--- config.mk ---
export PLATFORM = sky130hd
export DESIGN_NAME = tmr16_top
export DESIGN_NICKNAME = d
export VERILOG_FILES = /design/src/rtl/tmr_pkg.sv /design/src/rtl/tmr_prescaler.sv /design/src/rtl/tmr_core.sv /design/src/rtl/tmr_csr.sv /design/src/rtl/tmr16_top.sv
export SDC_FILE = /design/constraint.sdc
export NUM_CORES = 1
export LEC_CHECK = 0
export BUFFER_PORTS_ARGS = -buffer_cell sky130_fd_sc_hd__buf_2
export CAP_MARGIN = 30
export CORE_MARGIN = 4
export CORE_UTILIZATION = 62
export CTS_CLUSTER_SIZE = 40
export DETAILED_ROUTE_END_ITERATION = 16
export MAX_ROUTING_LAYER = met4
export PLACE_DENSITY = 0.91
export SLEW_MARGIN = 10
export SYNTH_ARGS = -nofsm -noshare
export SYNTH_HDL_FRONTEND = slang
export SYNTH_HIERARCHICAL = 1
export SYNTH_SLANG_ARGS = --single-unit
--- constraint.sdc ---
create_clock -name clk_i -period 6.55 [get_ports clk_i]
set_clock_uncertainty 0.2 [all_clocks]
set_input_delay 0.3275 -clock clk_i [delete_from_list [all_inputs] [get_ports clk_i]]
set_output_delay 0.3275 -clock clk_i [all_outputs]
set_load 0.02 [all_outputs]
--- src/rtl/tmr_pkg.sv ---
package tmr_pkg;
  localparam logic [3:0] OFS_CNT  = 4'h0;
  localparam logic [3:0] OFS_MODE = 4'h4;
  localparam logic [3:0] OFS_CMP  = 4'h8;

  localparam int unsigned CTL_W = 10;
  localparam int unsigned B_RST = 6;
  localparam int unsigned B_RUN = 7;
  localparam int unsigned B_CIE = 8;
  localparam int unsigned B_OIE = 9;
  localparam int unsigned B_CF  = 10;
  localparam int unsigned B_OF  = 11;

  typedef struct packed {
    logic ovf;
    logic cmp;
  } evt_t;
endpackage

--- src/rtl/tmr_prescaler.sv ---
module tmr_prescaler #(
  parameter int unsigned DIV_STEP = 4,
  parameter int unsigned SEL_W    = 2
) (
  input  logic             clk_i,
  input  logic             rst_ni,
  input  logic             run_i,
  input  logic [SEL_W-1:0] sel_i,
  output logic             tick_o
);
  localparam int unsigned NSEL  = 1 << SEL_W;
  localparam int unsigned PRE_W = DIV_STEP * (NSEL - 1);

  logic [PRE_W-1:0] pre_q;
  logic [PRE_W-1:0] mask_tbl [NSEL];
  logic [PRE_W-1:0] mask;

  for (genvar g = 0; g < NSEL; g++) begin : g_mask
    assign mask_tbl[g] = PRE_W'((64'd1 << (g * DIV_STEP)) - 64'd1);
  end

  assign mask   = mask_tbl[sel_i];
  assign tick_o = run_i && ((pre_q & mask) == mask);

  always_ff @(posedge clk_i or negedge rst_ni) begin
    if (!rst_ni)    pre_q <= '0;
    else if (run_i) pre_q <= pre_q + PRE_W'(1);
    else            pre_q <= '0;
  end
endmodule

--- src/rtl/tmr_core.sv ---
module tmr_core #(
  parameter int unsigned CNT_W = 16
) (
  input  logic             clk_i,
  input  logic             rst_ni,
  input  logic             tick_i,
  input  logic             cnt_wr_i,
  input  logic             cmp_wr_i,
  input  logic [CNT_W-1:0] wval_i,
  input  logic             rst_on_cmp_i,
  output logic [CNT_W-1:0] cnt_o,
  output logic [CNT_W-1:0] cmp_o,
  output tmr_pkg::evt_t    evt_o
);
  logic [CNT_W-1:0] cnt_q, cmp_q;
  logic             armed_q;
  logic [CNT_W:0]   nxt;
  logic             cmp_hit, ovf_hit, late_cmp;

  assign nxt     = {1'b0, cnt_q} + (CNT_W + 1)'(1);
  assign ovf_hit = tick_i && (&cnt_q);
  // compare against the unwrapped next value so a wrap tick can also match
  assign cmp_hit = tick_i && armed_q && (|cmp_q) && (nxt >= {1'b0, cmp_q});
  assign late_cmp = (|wval_i) && (wval_i <= cnt_q);

  always_ff @(posedge clk_i or negedge rst_ni) begin
    if (!rst_ni) begin
      cnt_q <= '0;
    end else if (cnt_wr_i) begin
      cnt_q <= wval_i;
    end else if (tick_i) begin
      if (cmp_hit && rst_on_cmp_i) cnt_q <= '0;
      else                         cnt_q <= nxt[CNT_W-1:0];
    end
  end

  always_ff @(posedge clk_i or negedge rst_ni) begin
    if (!rst_ni)       cmp_q <= '0;
    else if (cmp_wr_i) cmp_q <= wval_i;
  end

  always_ff @(posedge clk_i or negedge rst_ni) begin
    if (!rst_ni)       armed_q <= 1'b1;
    else if (cnt_wr_i) armed_q <= 1'b1;
    else if (cmp_wr_i) armed_q <= !late_cmp;
    else if (ovf_hit)  armed_q <= 1'b1;
    else if (cmp_hit)  armed_q <= rst_on_cmp_i;
  end

  assign cnt_o     = cnt_q;
  assign cmp_o     = cmp_q;
  assign evt_o.cmp = cmp_hit;
  assign evt_o.ovf = ovf_hit;
endmodule

--- src/rtl/tmr_csr.sv ---
module tmr_csr #(
  parameter int unsigned CNT_W  = 16,
  parameter int unsigned ADDR_W = 4,
  parameter int unsigned DATA_W = 32
) (
  input  logic                     clk_i,
  input  logic                     rst_ni,
  input  logic                     mode_wr_i,
  input  logic [DATA_W-1:0]        wdata_i,
  input  logic [ADDR_W-1:0]        addr_i,
  input  logic [CNT_W-1:0]         cnt_i,
  input  logic [CNT_W-1:0]         cmp_i,
  input  tmr_pkg::evt_t            evt_i,
  output logic [tmr_pkg::CTL_W-1:0] ctl_o,
  output logic                     cmp_flag_o,
  output logic                     ovf_flag_o,
  output logic [DATA_W-1:0]        rdata_o,
  output logic                     irq_o
);
  import tmr_pkg::*;

  logic [CTL_W-1:0] ctl_q;
  logic             cf_q, of_q, irq_q;
  logic             cmp_raise, ovf_raise;

  assign cmp_raise = evt_i.cmp && ctl_q[B_CIE];
  assign ovf_raise = evt_i.ovf && ctl_q[B_OIE];

  always_ff @(posedge clk_i or negedge rst_ni) begin
    if (!rst_ni) begin
      ctl_q <= '0;
      cf_q  <= 1'b0;
      of_q  <= 1'b0;
      irq_q <= 1'b0;
    end else begin
      if (mode_wr_i) ctl_q <= wdata_i[CTL_W-1:0];
      cf_q  <= (cf_q && !(mode_wr_i && wdata_i[B_CF])) || cmp_raise;
      of_q  <= (of_q && !(mode_wr_i && wdata_i[B_OF])) || ovf_raise;
      irq_q <= cmp_raise || ovf_raise;
    end
  end

  always_comb begin
    rdata_o = '0;
    if (addr_i == ADDR_W'(OFS_CNT))       rdata_o = DATA_W'(cnt_i);
    else if (addr_i == ADDR_W'(OFS_MODE)) rdata_o = DATA_W'({of_q, cf_q, ctl_q});
    else if (addr_i == ADDR_W'(OFS_CMP))  rdata_o = DATA_W'(cmp_i);
  end

  assign ctl_o      = ctl_q;
  assign cmp_flag_o = cf_q;
  assign ovf_flag_o = of_q;
  assign irq_o      = irq_q;
endmodule

--- src/rtl/tmr16_top.sv ---
module tmr16_top #(
  parameter int unsigned CNT_W    = 16,
  parameter int unsigned DIV_STEP = 4,
  parameter int unsigned ADDR_W   = 4,
  parameter int unsigned DATA_W   = 32
) (
  input  logic              clk_i,
  input  logic              rst_ni,
  input  logic [ADDR_W-1:0] addr_i,
  input  logic              wr_en_i,
  input  logic [DATA_W-1:0] wdata_i,
  output logic [DATA_W-1:0] rdata_o,
  output logic              irq_o
);
  import tmr_pkg::*;

  logic [CTL_W-1:0] ctl;
  logic             tick, cnt_wr, cmp_wr, mode_wr;
  logic [CNT_W-1:0] cnt, cmp;
  logic             cmp_flag, ovf_flag;
  evt_t             evt;

  assign cnt_wr  = wr_en_i && (addr_i == ADDR_W'(OFS_CNT));
  assign mode_wr = wr_en_i && (addr_i == ADDR_W'(OFS_MODE));
  assign cmp_wr  = wr_en_i && (addr_i == ADDR_W'(OFS_CMP));

  tmr_prescaler #(.DIV_STEP(DIV_STEP), .SEL_W(2)) u_pre (
    .clk_i  (clk_i),
    .rst_ni (rst_ni),
    .run_i  (ctl[B_RUN]),
    .sel_i  (ctl[1:0]),
    .tick_o (tick)
  );

  tmr_core #(.CNT_W(CNT_W)) u_core (
    .clk_i        (clk_i),
    .rst_ni       (rst_ni),
    .tick_i       (tick),
    .cnt_wr_i     (cnt_wr),
    .cmp_wr_i     (cmp_wr),
    .wval_i       (wdata_i[CNT_W-1:0]),
    .rst_on_cmp_i (ctl[B_RST] && ctl[B_CIE]),
    .cnt_o        (cnt),
    .cmp_o        (cmp),
    .evt_o        (evt)
  );

  tmr_csr #(.CNT_W(CNT_W), .ADDR_W(ADDR_W), .DATA_W(DATA_W)) u_csr (
    .clk_i      (clk_i),
    .rst_ni     (rst_ni),
    .mode_wr_i  (mode_wr),
    .wdata_i    (wdata_i),
    .addr_i     (addr_i),
    .cnt_i      (cnt),
    .cmp_i      (cmp),
    .evt_i      (evt),
    .ctl_o      (ctl),
    .cmp_flag_o (cmp_flag),
    .ovf_flag_o (ovf_flag),
    .rdata_o    (rdata_o),
    .irq_o      (irq_o)
  );
endmodule

After elaboration in Yosys (flattened, before gate mapping)
Cells that the tools add are included.
{"block": "word_totals", "wordCells": 61, "output_inout_bits": 33, "ff_bits": 58, "latch_bits": 0, "in_bits": 39, "n_memories": 0, "romBits": 0, "mem_bits_rw": 0}
{"block": "classes", "bitwise_logic": 2, "add_sub_neg": 2, "n_mul": 0, "n_eq_ne": 3, "n_reduce_logical": 29, "n_lt_le_gt_ge": 3, "n_shift": 0, "muxes": 14, "div": 0}
{"op": "$mux 16", "n": 4}
{"op": "$mux 32", "n": 2}
{"op": "$mux 12", "n": 3}
{"op": "$reduce_or 16->1", "n": 2}
{"op": "$bmux 12 s2", "n": 1}
{"op": "$add 16x1->17 const B", "n": 1}
{"op": "$ge 17x16->1", "n": 1}
{"op": "$logic_and 1x1->1", "n": 17}
{"op": "$le 16x16->1", "n": 1}
{"op": "$reduce_and 16->1", "n": 1}
{"op": "$add 12x1->12 const B", "n": 1}
{"op": "$and 12x12->12", "n": 1}
{"op": "$eq 12x12->1", "n": 1}
{"op": "$eq 4x3->1 const B", "n": 1}
{"op": "$eq 4x4->1 const B", "n": 1}
{"op": "$logic_not 4->1", "n": 1}
{"op": "$mux 1", "n": 4}
{"op": "$reduce_bool 4->1", "n": 1}
{"op": "$ge 3x3->1 const B", "n": 1}
{"op": "$logic_not 1->1", "n": 3}
{"op": "$logic_or 1x1->1", "n": 3}
{"op": "$not 2->3", "n": 1}
{"op": "$reduce_bool 2->1", "n": 1}

Longest topological paths before layout
Gate-level depths: netlist (run 1).
{"block": "depth", "word_depth": 14, "depth_mapped": 13, "depth_no_buf": 12}

Hierarchy
Netlist (run 1), hierarchy kept.
{"mod": "tmr_core", "seq_area_each_um2": 827.0, "area_each_um2": 2625.0, "instances": 1, "cells_each": 298}
{"mod": "tmr_csr", "seq_area_each_um2": 325.3, "area_each_um2": 1158.6, "instances": 1, "cells_each": 112}
{"mod": "tmr_prescaler", "seq_area_each_um2": 300.3, "area_each_um2": 581.8, "instances": 1, "cells_each": 58}
{"mod": "tmr16_top", "seq_area_each_um2": 0.0, "area_each_um2": 60.1, "instances": 1, "cells_each": 6}

Least setup slack after synthesis (run 1)
No wires, ideal clock.
{"block": "synth_path", "kind": "reg2reg", "start": "reg u_core.cnt_q[0] (netlist: u_core/cnt_o[0])", "end": "reg u_csr.cf_q (netlist: u_csr/cmp_flag_o)", "setup_time_ps": 121, "path_stages_with_launch": 13, "setup_slack_ps": 3254, "t_required_ps": 6229, "t_arrival_ps": 2975, "cell_sequence": "dfrtp_1 -> ha_1 -> nand3_2 -> nor4_1 -> xnor2_1 -> ha_1 -> a211o_1 -> o211ai_2 -> a31oi_1 -> or4_4 -> and2_1 -> buf_4 -> a22o_1"}
{"block": "synth_between", "elab_chain_len": 5}
{"element": "start, declared", "line": "tmr_core.sv:15", "source": "logic [CNT_W-1:0] cnt_q, cmp_q;"}
{"element": "start signal, assigned", "line": "tmr_core.sv:30", "source": "cnt_q <= wval_i;"}
{"element": "start signal, assigned", "line": "tmr_core.sv:33", "source": "else cnt_q <= nxt[CNT_W-1:0];"}
{"element": "$add 16x1->17", "line": "tmr_core.sv:20", "source": "assign nxt = {1'b0, cnt_q} + (CNT_W + 1)'(1);"}
{"element": "$ge 17x16->1", "line": "tmr_core.sv:23", "source": "assign cmp_hit = tick_i && armed_q && (|cmp_q) && (nxt >= {1'b0, cmp_q});"}
{"element": "$logic_and 1x1->1", "line": "tmr_core.sv:23"}
{"element": "named net u_core.cmp_hit", "line": "tmr_core.sv:18", "source": "logic cmp_hit, ovf_hit, late_cmp;"}
{"element": "$logic_and 1x1->1", "line": "tmr_csr.sv:26", "source": "assign cmp_raise = evt_i.cmp && ctl_q[B_CIE];"}
{"element": "$logic_or 1x1->1", "line": "tmr_csr.sv:37", "source": "cf_q <= (cf_q && !(mode_wr_i && wdata_i[B_CF])) || cmp_raise;"}
{"element": "end signal, assigned", "line": "tmr_csr.sv:37"}
{"element": "end, declared", "line": "tmr_csr.sv:23", "source": "logic cf_q, of_q, irq_q;"}
The timed path passes the listed nets, and every way through them passes these cells.
A chain may end at the register's enable or synchronous reset.

Worst setup path in the final report (run 1)
{"block": "layout_path", "start": "reg u_core.cnt_q[0] (netlist: u_core/cnt_o[0])", "end": "reg u_core.cnt_q[12] (netlist: u_core/cnt_o[12])"}
{"block": "layout_between", "elab_chain_len": 7}
{"element": "$add 16x1->17 (*)", "line": "tmr_core.sv:20"}
{"element": "$ge 17x16->1", "line": "tmr_core.sv:23"}
{"element": "$logic_and 1x1->1", "line": "tmr_core.sv:23"}
{"element": "$logic_and 1x1->1", "line": "tmr_core.sv:32", "source": "if (cmp_hit && rst_on_cmp_i) cnt_q <= '0;"}
{"element": "$mux 16 (*)", "line": "tmr_core.sv:32"}
{"element": "$mux 16 (*)", "line": "tmr_core.sv:31", "source": "end else if (tick_i) begin"}
{"element": "$mux 16 (*)", "line": "tmr_core.sv:29", "source": "end else if (cnt_wr_i) begin"}
Every way passes the cells marked *; elsewhere a longest branch is shown, timed or not. The select of a mux whose other input is x is not followed.

==> Implementation_results.wiki, run 1 <==
{| class="wikitable"
! Metric !! Value
|-
| Proportion of register bits with asynchronous set or reset after synthesis || 1.000
|-
| Outcome || completed
|-
| Worst-case vdd ir drop || 150.1 uV
|-
| Initial antenna violation count || 0
|-
| Total via count after detailed routing || 3911
|-
| Area of placed instances || 4574 sq um
|-
| Number of nets in the layout || 578
|-
| Fill cells || 491
|-
| Die span in x || 92.49 um
|-
| Number of buffers between clock root and the deepest sink || 2
|-
| Chip height || 92.49 um
|-
| Proportion of total power due to net switching || 0.4087
|-
| Comb pwr share || 0.421
|-
| Root buffer cell || clkbuf_8
|-
| Number of antenna repair diodes || 0
|-
| Area growth from synthesis to layout || 8.538%
|-
| Clock network fraction of design power || 0.229
|-
| Main flop type after synthesis || dfrtp_1
|-
| FP Rows || 30
|-
| Post-detail-place hpwl || 8319 um
|-
| Remaining design rule violation count || 0
|-
| Post-synthesis cell count || 474
|-
| Internal || 0.9622 mW
|-
| Category of the worst setup path launch point || flop
|-
| Type of the worst setup path || flop to flop
|-
| Final standard cell area without fillers || 4803 sq um
|-
| Fraction of the yosys area taken by sequential cells || 0.3282
|-
| Unrepaired setup endpoints after global routing || false
|-
| FF+latch area || 1453 sq um
|-
| Leakage power figure || 2.080 nW
|-
| Seq cells post-synth || 58
|-
| Total number of yosys warnings || 6
|-
| Count of cells resized by post-cts repair || 0
|-
| Fraction of power consumed by sequential logic || 0.350
|-
| Net switching power of the design || 0.6650 mW
|-
| Clock latency reported for the late side of the worst-skew pair || 0.34 ns
|-
| Final critical delay including setup and external delays || 3.913 ns
|-
| EDFF count, synth || 0
|-
| Upper clock frequency limit || 255.5 MHz
|-
| Wire length of the first global-routing pass || 18870 um
|-
| Number of vias per cell || 6.454
|-
| CTS tree || done
|-
| Critical path arrival || 3.94 ns
|-
| Share of final-layout standard cells stronger than drive strength 1 || 0.2196
|-
| Layout Utilization || 0.6993
|-
| Number of buffers added by the clock tree synthesis step || 9
|-
| Sink count of the clock tree || 58
|-
| Count of hold-fix buffers inserted at cts || 1
|-
| Avg Cell Area, Syn || 9.336 sq um
|-
| Initial DRT Pass Iterations || 6
|-
| Slew at the pin closest to its max-slew limit || 0.7976 ns
|-
| Total wirelength of the detailed-routed design || 11600 um
|-
| Finish-stage setup viols || 0
|-
| Number of DRC markers in iteration 0 || 507
|-
| Required time worst endpoint || 6.57 ns
|-
| Clock-pin slew on the worst setup and hold paths || 0.07 ns
|-
| Quantity of I/O buffers inserted on ports || 39
|-
| Overall overflow remaining after global route || 0
|-
| Average detailed-routed wire length per instance || 19.15 um
|-
| Post-route fraction of the period consumed by the critical path || 0.5975
|-
| Total die area || 8553 sq um
|-
| Multi-input gate area || 2634 sq um
|-
| Setup total negative slack || 0 ns
|-
| IO Pins || 72
|-
| Post-CTS Setup Bufs || 0
|-
| Global placement routability congestion || 0.9200
|-
| Critical path peak fanout || 7
|-
| Unique masters post-synth || 62
|-
| Mapped cell area || 4425 sq um
|-
| Kind of capture point of the worst setup path || flop
|-
| Total routing resource utilization after global routing || 0.2873
|-
| Slew headroom || 0.4683
|-
| Final max-slew violation count || 0
|-
| PD cells || 338.8 nW/um^2
|-
| Maximum number of pins on one net before global-route repair || 59
|-
| Count of antenna-violating nets left after detailed routing || 0
|-
| Path category of the worst min-delay check || input pin to flop
|-
| Number of H-tree branching levels || 3
|-
| Maximum Capacitance Violations || 0
|-
| Placeable core region || 6869 sq um
|-
| Endpoints failing hold || 0
|-
| Number of global-route vias before repair || 3834
|-
| Starting density of the core || 0.6443
|}
[cell usage in the layout, fill, tap and decap left out, types with 4 or more instances in the layout]
master / instances
xnor2_1: 22
mux2i_1: 4
nor2_1: 14
nand2_1: 41
conb_1: 16
nand2b_1: 14
inv_1: 36
buf_2: 39
nand4_1: 12
a211oi_2: 13
nor3_1: 11
o31ai_2: 8
a21oi_1: 17
dfrtp_1: 57
nor2b_1: 15
and2_1: 5
buf_4: 4
nor4_1: 12
ha_1: 34
a211oi_1: 13
o21ai_0: 22
nor3_2: 4
clkbuf_8: 9
nand3_1: 12
mux2_2: 11
a221o_1: 7
[metrics by stage]
step	power, mW	setup WS [ns]	instances	hold slack (ns)
floorplan	1.054	3.254	489	-0.1681
global placement	1.182	2.962	589	0.2801
detailed placement	1.228	2.867	589	0.2939
CTS	1.603	2.794	606	0.04591
global route	1.718	2.522	606	0.08532
finish	1.627	2.637	606	0.05325
[critical path, stage by stage (launching register included)]
cell and delay (ns):
dfrtp_1 0.51, ha_1 0.31, nand3_2 0.18, nor2_1 0.31
and3_1 0.23, xnor2_1 0.09, ha_1 0.30, nand3_1 0.14
or2_2 0.36, a311oi_1 0.40, or4_4 0.24, a31oi_4 0.15
a221o_1 0.37
[Yosys cell counts, types with 11 or more instances]
| library cell | count | area [sq um] |
|---|---|---|
| a211oi_1 | 14 | 105.1 |
| a211oi_2 | 12 | 150.1 |
| a21oi_1 | 17 | 85.08 |
| buf_4 | 20 | 150.1 |
| dfrtp_1 | 57 | 1426 |
| ha_1 | 34 | 425.4 |
| inv_1 | 36 | 135.1 |
| mux2_2 | 11 | 123.9 |
| nand2_1 | 41 | 153.9 |
| nand2b_1 | 14 | 87.58 |
| nand3_1 | 12 | 60.06 |
| nand4_1 | 12 | 75.07 |
| nor2_1 | 14 | 52.55 |
| nor2b_1 | 15 | 93.84 |
| nor3_1 | 11 | 55.05 |
| nor4_1 | 14 | 87.58 |
| o21ai_0 | 22 | 110.1 |
| xnor2_1 | 22 | 192.7 |
[sequential cells by signal (all words and copies together) (netlist names)]
name              flops
u_core/cmp_o         16
u_core/cnt_o         16
u_pre/pre_q          12
u_csr/ctl_o          10
u_core/armed_q        1
u_csr/cmp_flag_o      1
u_csr/irq_o           1
u_csr/ovf_flag_o      1
[logic make-up (layout without fill, tap and decap cells)]
group / after synthesis / after routing / share of synthesized area
AO/OA/AOI/OAI: 103 / 103 / 0.1889
XOR/XNOR: 24 / 24 / 0.04750
AND/OR/NAND/NOR: 162 / 162 / 0.2081
buffers and inverters: 77 / 98 / 0.09330
multiplexers: 15 / 15 / 0.03704
flip-flops: 58 / 58 / 0.3282
other: 1 / 16 / 0.0008474
adder cells (fa/ha/maj): 34 / 34 / 0.09613
[power by group through the flow]
stage	logic [mW]	clock network, mW	registers [mW]
final	0.685	0.373	0.569
after global routing	0.749	0.387	0.582
after CTS	0.667	0.371	0.565
after detailed placement	0.659	0	0.570
after global placement	0.619	0	0.563
after floorplan	0.521	0	0.532
[per-layer routing]
metal  wire length [um]  global-route usage  vias up
met3               1168             0.05037       62
met1               4468              0.3560     1859
met2               5483              0.4526      255
li1                   -                   -     1735
met5                  0                   -        -
met4                483              0.1460        0
[final cells by class]
class                           instances  share of cell area
Multi-Input combinational cell        354              0.5483
Sequential cell                        58              0.3024
Timing Repair Buffer                   44             0.04897
Inverter                               38             0.02970
Clock buffer                           10             0.02657
Tap cell                               96             0.02501
Clock inverter                          6             0.01902
[final timing paths]
kind,slack [ns],start,depth (start not counted),endpoint
worst max-delay path,2.64,u_core/cnt_o[0],12,u_core/cnt_o[12]
worst min-delay path,0.05,wdata_i[14],3,u_core/cmp_o[14]
worst max register to register,2.64,u_core/cnt_o[0],12,u_core/cnt_o[12]
worst min register to register,0.31,u_csr/cmp_flag_o,1,u_csr/cmp_flag_o
max in group asynchronous,5.20,rst_ni,3,u_pre/pre_q[1]
min in group asynchronous,0.48,rst_ni,3,u_core/cmp_o[11]
Power figures use the tool's default switching activity.
==> run 2: changes to the inputs <==
--- a/config.mk
+++ b/config.mk
@@ -8,11 +8,11 @@
 export BUFFER_PORTS_ARGS = -buffer_cell sky130_fd_sc_hd__buf_2
 export CAP_MARGIN = 30
 export CORE_MARGIN = 4
-export CORE_UTILIZATION = 62
+export CORE_UTILIZATION = 52
 export CTS_CLUSTER_SIZE = 40
 export DETAILED_ROUTE_END_ITERATION = 16
 export MAX_ROUTING_LAYER = met4
-export PLACE_DENSITY = 0.91
+export PLACE_DENSITY = 0.82
 export SLEW_MARGIN = 10
 export SYNTH_ARGS = -nofsm -noshare
 export SYNTH_HDL_FRONTEND = slang
==> constraint.sdc (replaced) <==
create_clock -name clk_i -period 3.6 [get_ports clk_i]
set_clock_uncertainty 0.2 [all_clocks]
set_input_delay 0.18 -clock clk_i [delete_from_list [all_inputs] [get_ports clk_i]]
set_output_delay 0.18 -clock clk_i [all_outputs]
set_load 0.02 [all_outputs]
==> run 2 against run 1 <==
Effect of this change: routed wire length fell by 4.7%; design area grew 4.9%; power up 79%; combinational power grew 87%; first-iteration DRC count is 19% lower.
==> Implementation_results.wiki, run 2 (synthesized netlist as in run 1, its figures left out) <==
{| class="wikitable"
! Metric !! Value
|-
| Outcome || completed
|-
| Category of the worst setup path launch point || flop
|-
| Overall overflow remaining after global route || 0
|-
| Type of the worst setup path || flop to flop
|-
| Endpoints failing hold || 0
|-
| Proportion of total power due to net switching || 0.4103
|-
| Finish-stage setup viols || 0
|-
| Chip height || 100.3 um
|-
| Crit-path leading delay family || simple AND/OR/NAND/NOR gates
|-
| Post-detail-place hpwl || 8281 um
|-
| Multi-input gate area || 2643 sq um
|-
| Initial DRT Pass Iterations || 5
|-
| Fill cells || 666
|-
| Net switching power of the design || 1.196 mW
|-
| Slew headroom || 0.4522
|-
| PD cells || 578.2 nW/um^2
|-
| Clock latency reported for the late side of the worst-skew pair || 0.35 ns
|-
| Total via count after detailed routing || 3749
|-
| Slew at the pin closest to its max-slew limit || 0.8202 ns
|-
| Remaining design rule violation count || 0
|-
| Post-CTS Setup Bufs || 0
|-
| Number of antenna repair diodes || 0
|-
| Number of vias per cell || 5.867
|-
| Internal || 1.719 mW
|-
| Commonest non-fill, non-tap cell in the layout || dfrtp_1
|-
| Count of buffering cells on the critical path with inverters included || 0
|-
| Power after layout || 2.915 mW
|-
| Share of final-layout standard cells stronger than drive strength 1 || 0.2285
|-
| Die span in x || 100.3 um
|-
| Total die area || 10050 sq um
|-
| Clock-pin slew on the worst setup and hold paths || 0.07 ns
|-
| Number of non-filler instances in the completed layout || 639
|-
| Critical path arrival || 3.45 ns
|-
| Post-route fraction of the period consumed by the critical path || 0.9505
|-
| Total routing resource utilization after global routing || 0.2341
|-
| Count of antenna-violating nets left after detailed routing || 0
|-
| Final max-slew violation count || 0
|-
| Critical path peak fanout || 7
|-
| Most used cell along the critical path || nand2_1
|-
| Unrepaired setup endpoints after global routing || false
|-
| Initial antenna violation count || 0
|-
| Final critical delay including setup and external delays || 3.422 ns
|-
| Global placement routability congestion || 0.9940
|-
| Comb pwr share || 0.440
|-
| Top library cells by usage in the layout, fill and taps aside || dfrtp_1, nand2_1, buf_2, inv_1, ha_1
|-
| Quantity of I/O buffers inserted on ports || 39
|-
| Critical-path cell with the highest stage delay || or4_1
|-
| IO Pins || 72
|-
| Path category of the worst min-delay check || input pin to flop
|-
| Maximum Capacitance Violations || 0
|-
| Wire length of the first global-routing pass || 18110 um
|-
| Number of nets in the layout || 602
|-
| FP Rows || 33
|-
| Sink count of the clock tree || 58
|-
| Final worst setup slack || 0.1783 ns
|-
| Average detailed-routed wire length per instance || 17.30 um
|-
| Worst slack, placed || 0.2325 ns
|-
| CTS tree || done
|-
| Placed instance count || 604
|-
| Leakage power figure || 2.179 nW
|-
| Area growth from synthesis to layout || 13.91%
|-
| Clock network fraction of design power || 0.213
|-
| Number of buffers between clock root and the deepest sink || 2
|-
| Setup total negative slack || 0 ns
|-
| Upper clock frequency limit || 292.3 MHz
|-
| Number of DRC markers in iteration 0 || 413
|-
| Worst-case vdd ir drop || 194.0 uV
|-
| Worst stage delay on the critical path || 0.55 ns
|-
| CP Cell Sequence || and3_1 -> nand2_1 -> nor2_1 -> nand2_1 -> xnor2_1 -> ha_1 -> nand4_1 -> or4_1 -> a31oi_1 -> or4_4 -> a31oi_4 -> a221o_1
|-
| FF+latch area || 1453 sq um
|-
| Kind of capture point of the worst setup path || flop
|-
| Starting density of the core || 0.5359
|-
| Required time worst endpoint || 3.63 ns
|-
| Root buffer cell || clkbuf_8
|-
| Number of global-route vias before repair || 3675
|-
| Maximum number of pins on one net before global-route repair || 43
|-
| Total wirelength of the detailed-routed design || 11050 um
|-
| Placeable core region || 8258 sq um
|-
| Number of buffers added by the clock tree synthesis step || 9
|-
| Number of H-tree branching levels || 3
|-
| Fraction of power consumed by sequential logic || 0.347
|}
-- run 2: area by class of cell --
type,instances,area share
Inverter,38,0.02829
Clock buffer,9,0.02457
Sequential cell,58,0.2882
Tap cell,105,0.02606
Clock inverter,7,0.01539
Multi-Input combinational cell,354,0.5242
Timing Repair Buffer,68,0.09332
-- run 2: layer usage --
layer / routed length [um] / part of all wire / track usage / vias to the layer above
li1: - / - / - / 1793
met1: 4766 / 0.43 / 0.3024 / 1807
met2: 5303 / 0.48 / 0.3665 / 123
met3: 694 / 0.063 / 0.03544 / 26
met4: 289 / 0.026 / 0.09948 / 0
met5: 0 / 0 / - / -
-- run 2: worst paths after layout --
path	start	slack, ns	depth (start not counted)	to
worst min-delay path	addr_i[0]	0.14	4	u_csr/cmp_flag_o
max in group asynchronous	rst_ni	1.99	5	u_pre/pre_q[0]
worst max-delay path	u_core/cnt_o[1]	0.18	12	u_core/cnt_o[14]
min in group asynchronous	rst_ni	0.51	3	u_core/cmp_o[11]
worst max register to register	u_core/cnt_o[1]	0.18	12	u_core/cnt_o[14]
worst min register to register	u_pre/pre_q[0]	0.30	1	u_pre/pre_q[0]
-- run 2: timing repair --
action,4_1_cts,5_1_grt
resized for setup,0,2
setup endpoints to repair,0,1
hold buffers,17,1
hold endpoints to repair,83,3
-- run 2: worst min-delay path: cells and delay by family --
kind	cells	cell delay [ns]
AOI/OAI and AO/OA	1	0.11
buffers and inverters	1	0.15
and+or+nand+nor	2	0.21
-- run 2: power groups by stage --
stage | sequential (mW) | clock [mW] | combinational [mW]
final | 1.01 | 0.620 | 1.28
after global routing | 1.04 | 0.661 | 1.42
after CTS | 1.01 | 0.629 | 1.26
after detailed placement | 1.02 | 0 | 1.24
after global placement | 1.01 | 0 | 1.18
after floorplan | 0.969 | 0 | 0.949
-- run 2: stage by stage --
step | util | area (sq um) | hold WS [ns]
6_report | 0.6105 | 5041 | 0.1351
5_1_grt | 0.6105 | 5041 | 0.1439
4_1_cts | 0.6058 | 5002 | 0.1188
3_5_place_dp | 0.5608 | 4631 | 0.1630
3_3_place_gp | 0.5608 | 4631 | 0.1678
2_1_floorplan | - | 4482 | -0.3156
==> run 3: changes to the inputs <==
--- a/config.mk
+++ b/config.mk
@@ -5,6 +5,7 @@
 export SDC_FILE = /design/constraint.sdc
 export NUM_CORES = 1
 export LEC_CHECK = 0
+export ABC_CLOCK_PERIOD_IN_PS = 3600
 export BUFFER_PORTS_ARGS = -buffer_cell sky130_fd_sc_hd__buf_2
 export CAP_MARGIN = 30
 export CORE_MARGIN = 4
@@ -12,7 +13,7 @@
 export CTS_CLUSTER_SIZE = 40
 export DETAILED_ROUTE_END_ITERATION = 16
 export MAX_ROUTING_LAYER = met4
-export PLACE_DENSITY = 0.82
+export PLACE_DENSITY = 0.75
 export SLEW_MARGIN = 10
 export SYNTH_ARGS = -nofsm -noshare
 export SYNTH_HDL_FRONTEND = slang
==> run 3 against run 2 <==
Effect of this change: critical path depth is the same; clock power grew 8.9%; largest power group unchanged; power grew 1.9%; global-route usage grew 0.21 points; register-to-register slack lost 0.04 ns; core utilization shrank 0.26 points; die area is the same; worst setup slack lost 0.041 ns; sequential cell count is the same; first-iteration DRC count shrank 14%; hold slack lost 0.0044 ns; non-clock buffer count shrank 2.
==> Implementation_results.wiki, run 3 (synthesized netlist as in run 1, its figures left out) <==
{| class="wikitable"
! Metric !! Value
|-
| Initial antenna violation count || 0
|-
| Kind of capture point of the worst setup path || flop
|-
| Die span in x || 100.3 um
|-
| Cells on worst reg2reg path || 12
|-
| Type of the worst setup path || flop to flop
|-
| Starting density of the core || 0.5359
|-
| Clock latency reported for the late side of the worst-skew pair || 0.34 ns
|-
| Initial DRT Pass Iterations || 5
|-
| Critical path launch point || u_core/cnt_o[1]
|-
| Post-detail-place hpwl || 8425 um
|-
| Placeable core region || 8258 sq um
|-
| Critical path arrival || 3.50 ns
|-
| Number of buffers added by the clock tree synthesis step || 9
|-
| Root buffer cell || clkbuf_8
|-
| FP Rows || 33
|-
| Slew at the pin closest to its max-slew limit || 0.8070 ns
|-
| Number of H-tree branching levels || 3
|-
| Overall overflow remaining after global route || 0
|-
| Upper clock frequency limit || 288.8 MHz
|-
| Number of non-filler instances in the completed layout || 637
|-
| Total routing resource utilization after global routing || 0.2362
|-
| Category of the worst setup path launch point || flop
|-
| Maximum number of pins on one net before global-route repair || 43
|-
| Placed instance count || 604
|-
| Area of placed instances || 4631 sq um
|-
| Finish-stage setup viols || 0
|-
| Critical-path cell with the highest stage delay || or4_4
|-
| Final standard cell area without fillers || 5020 sq um
|-
| Clock-pin slew on the worst setup and hold paths || 0.07 ns
|-
| Path category of the worst min-delay check || input pin to flop
|-
| Hold path start || addr_i[1]
|-
| Commonest non-fill, non-tap cell in the layout || dfrtp_1
|-
| Final max-slew violation count || 0
|-
| PD cells || 591.4 nW/um^2
|-
| Count of hold-fix buffers inserted at cts || 17
|-
| Worst stage delay on the critical path || 0.47 ns
|-
| Global placement routability congestion || 0.9498
|-
| Slew headroom || 0.4597
|-
| Number of vias per cell || 5.863
|-
| Most used cell along the critical path || ha_1
|-
| Fill cells || 682
|-
| Total wirelength of the detailed-routed design || 11120 um
|-
| Final critical delay including setup and external delays || 3.463 ns
|-
| Instance count along the most critical hold path || 4
|-
| Power after layout || 2.969 mW
|-
| Setup slack, reg-to-reg || 0.14 ns
|-
| Layout Utilization || 0.6079
|-
| Unrepaired setup endpoints after global routing || false
|-
| CTS tree || done
|-
| Maximum Capacitance Violations || 0
|-
| Sink count of the clock tree || 58
|-
| Area growth from synthesis to layout || 13.43%
|-
| Number of antenna repair diodes || 0
|-
| Share of final-layout standard cells stronger than drive strength 1 || 0.2218
|-
| Number of DRC markers in iteration 0 || 357
|-
| Reg-to-Reg Start || u_core/cnt_o[1]
|-
| Average detailed-routed wire length per instance || 17.46 um
|-
| Number of nets in the layout || 600
|-
| Wire length of the first global-routing pass || 18220 um
|-
| Count of cells resized by post-cts repair || 0
|-
| Remaining design rule violation count || 0
|-
| CP Cell Sequence || ha_1 -> nand3_2 -> nor2_1 -> and3_1 -> xnor2_1 -> ha_1 -> a21o_1 -> a21oi_1 -> o21ai_0 -> or4_4 -> and2_1 -> o32ai_1
|-
| Count of antenna-violating nets left after detailed routing || 0
|-
| Number of buffers between clock root and the deepest sink || 2
|-
| Post-CTS Setup Bufs || 0
|-
| Top library cells by usage in the layout, fill and taps aside || dfrtp_1, nand2_1, buf_2, inv_1, ha_1
|-
| Worst-case vdd ir drop || 231.1 uV
|-
| Total die area || 10050 sq um
|-
| Post-route fraction of the period consumed by the critical path || 0.9619
|-
| Total via count after detailed routing || 3735
|-
| Number of global-route vias before repair || 3609
|-
| Chip height || 100.3 um
|-
| Leakage power figure || 2.187 nW
|-
| Critical path peak fanout || 4
|-
| Quantity of I/O buffers inserted on ports || 39
|-
| Endpoints failing hold || 0
|-
| Required time worst endpoint || 3.64 ns
|-
| Outcome || completed
|-
| Setup total negative slack || 0 ns
|-
| IO Pins || 72
|}
==> run 3: worst paths after layout <==
path	to
min	u_csr/ovf_flag_o
max in group asynchronous	u_core/armed_q
min reg2reg	u_csr/ovf_flag_o
max	u_core/armed_q
min in group asynchronous	u_pre/pre_q[11]
max reg2reg	u_core/armed_q
==> run 3: power by group <==
group	switching [mW]	leakage, nW	internal, mW
Sequential	0.185	0.731	0.824
Clock	0.269	0.109	0.406
Combinational	0.715	1.35	0.570
Total	1.17	2.19	1.80
==> run 3: critical path: cells and delay by family, from the launching register on <==
| family | cells | cell delay, ns |
|---|---|---|
| and+or+nand+nor | 5 | 1.31 |
| adders and majority gates | 2 | 0.49 |
| xor gates and xnor gates | 1 | 0.14 |
| AOI/OAI and AO/OA | 4 | 0.81 |
| DFF | 1 | 0.40 |
==> run 3: per-layer routing <==
metal | part of all wire | global-route usage | up-vias
met5 | 0 | - | -
met4 | 0.012 | 0.06632 | 0
met3 | 0.060 | 0.03753 | 14
met2 | 0.49 | 0.3736 | 143
met1 | 0.44 | 0.3151 | 1788
li1 | - | - | 1790
==> run 3: per-stage QoR <==
stage | hold WS, ns | setup WS, ns
final | 0.1307 | 0.1372
after global routing | 0.1449 | 0.001469
after CTS | 0.1119 | 0.2046
after detailed placement | 0.04045 | 0.2270
after global placement | 0.03373 | 0.3256
after floorplan | -0.3156 | 0.3037
==> run 3: cell type report <==
type	count	area [sq um]	share of cell area
clock buffers	11	141.4	0.02817
clock inverters	5	77.57	0.01545
inverters	38	142.6	0.02841
multi-input cells	354	2634	0.5247
flip-flops and latches	58	1453	0.2894
well taps	105	131.4	0.02617
repair buffers	66	440.4	0.08774
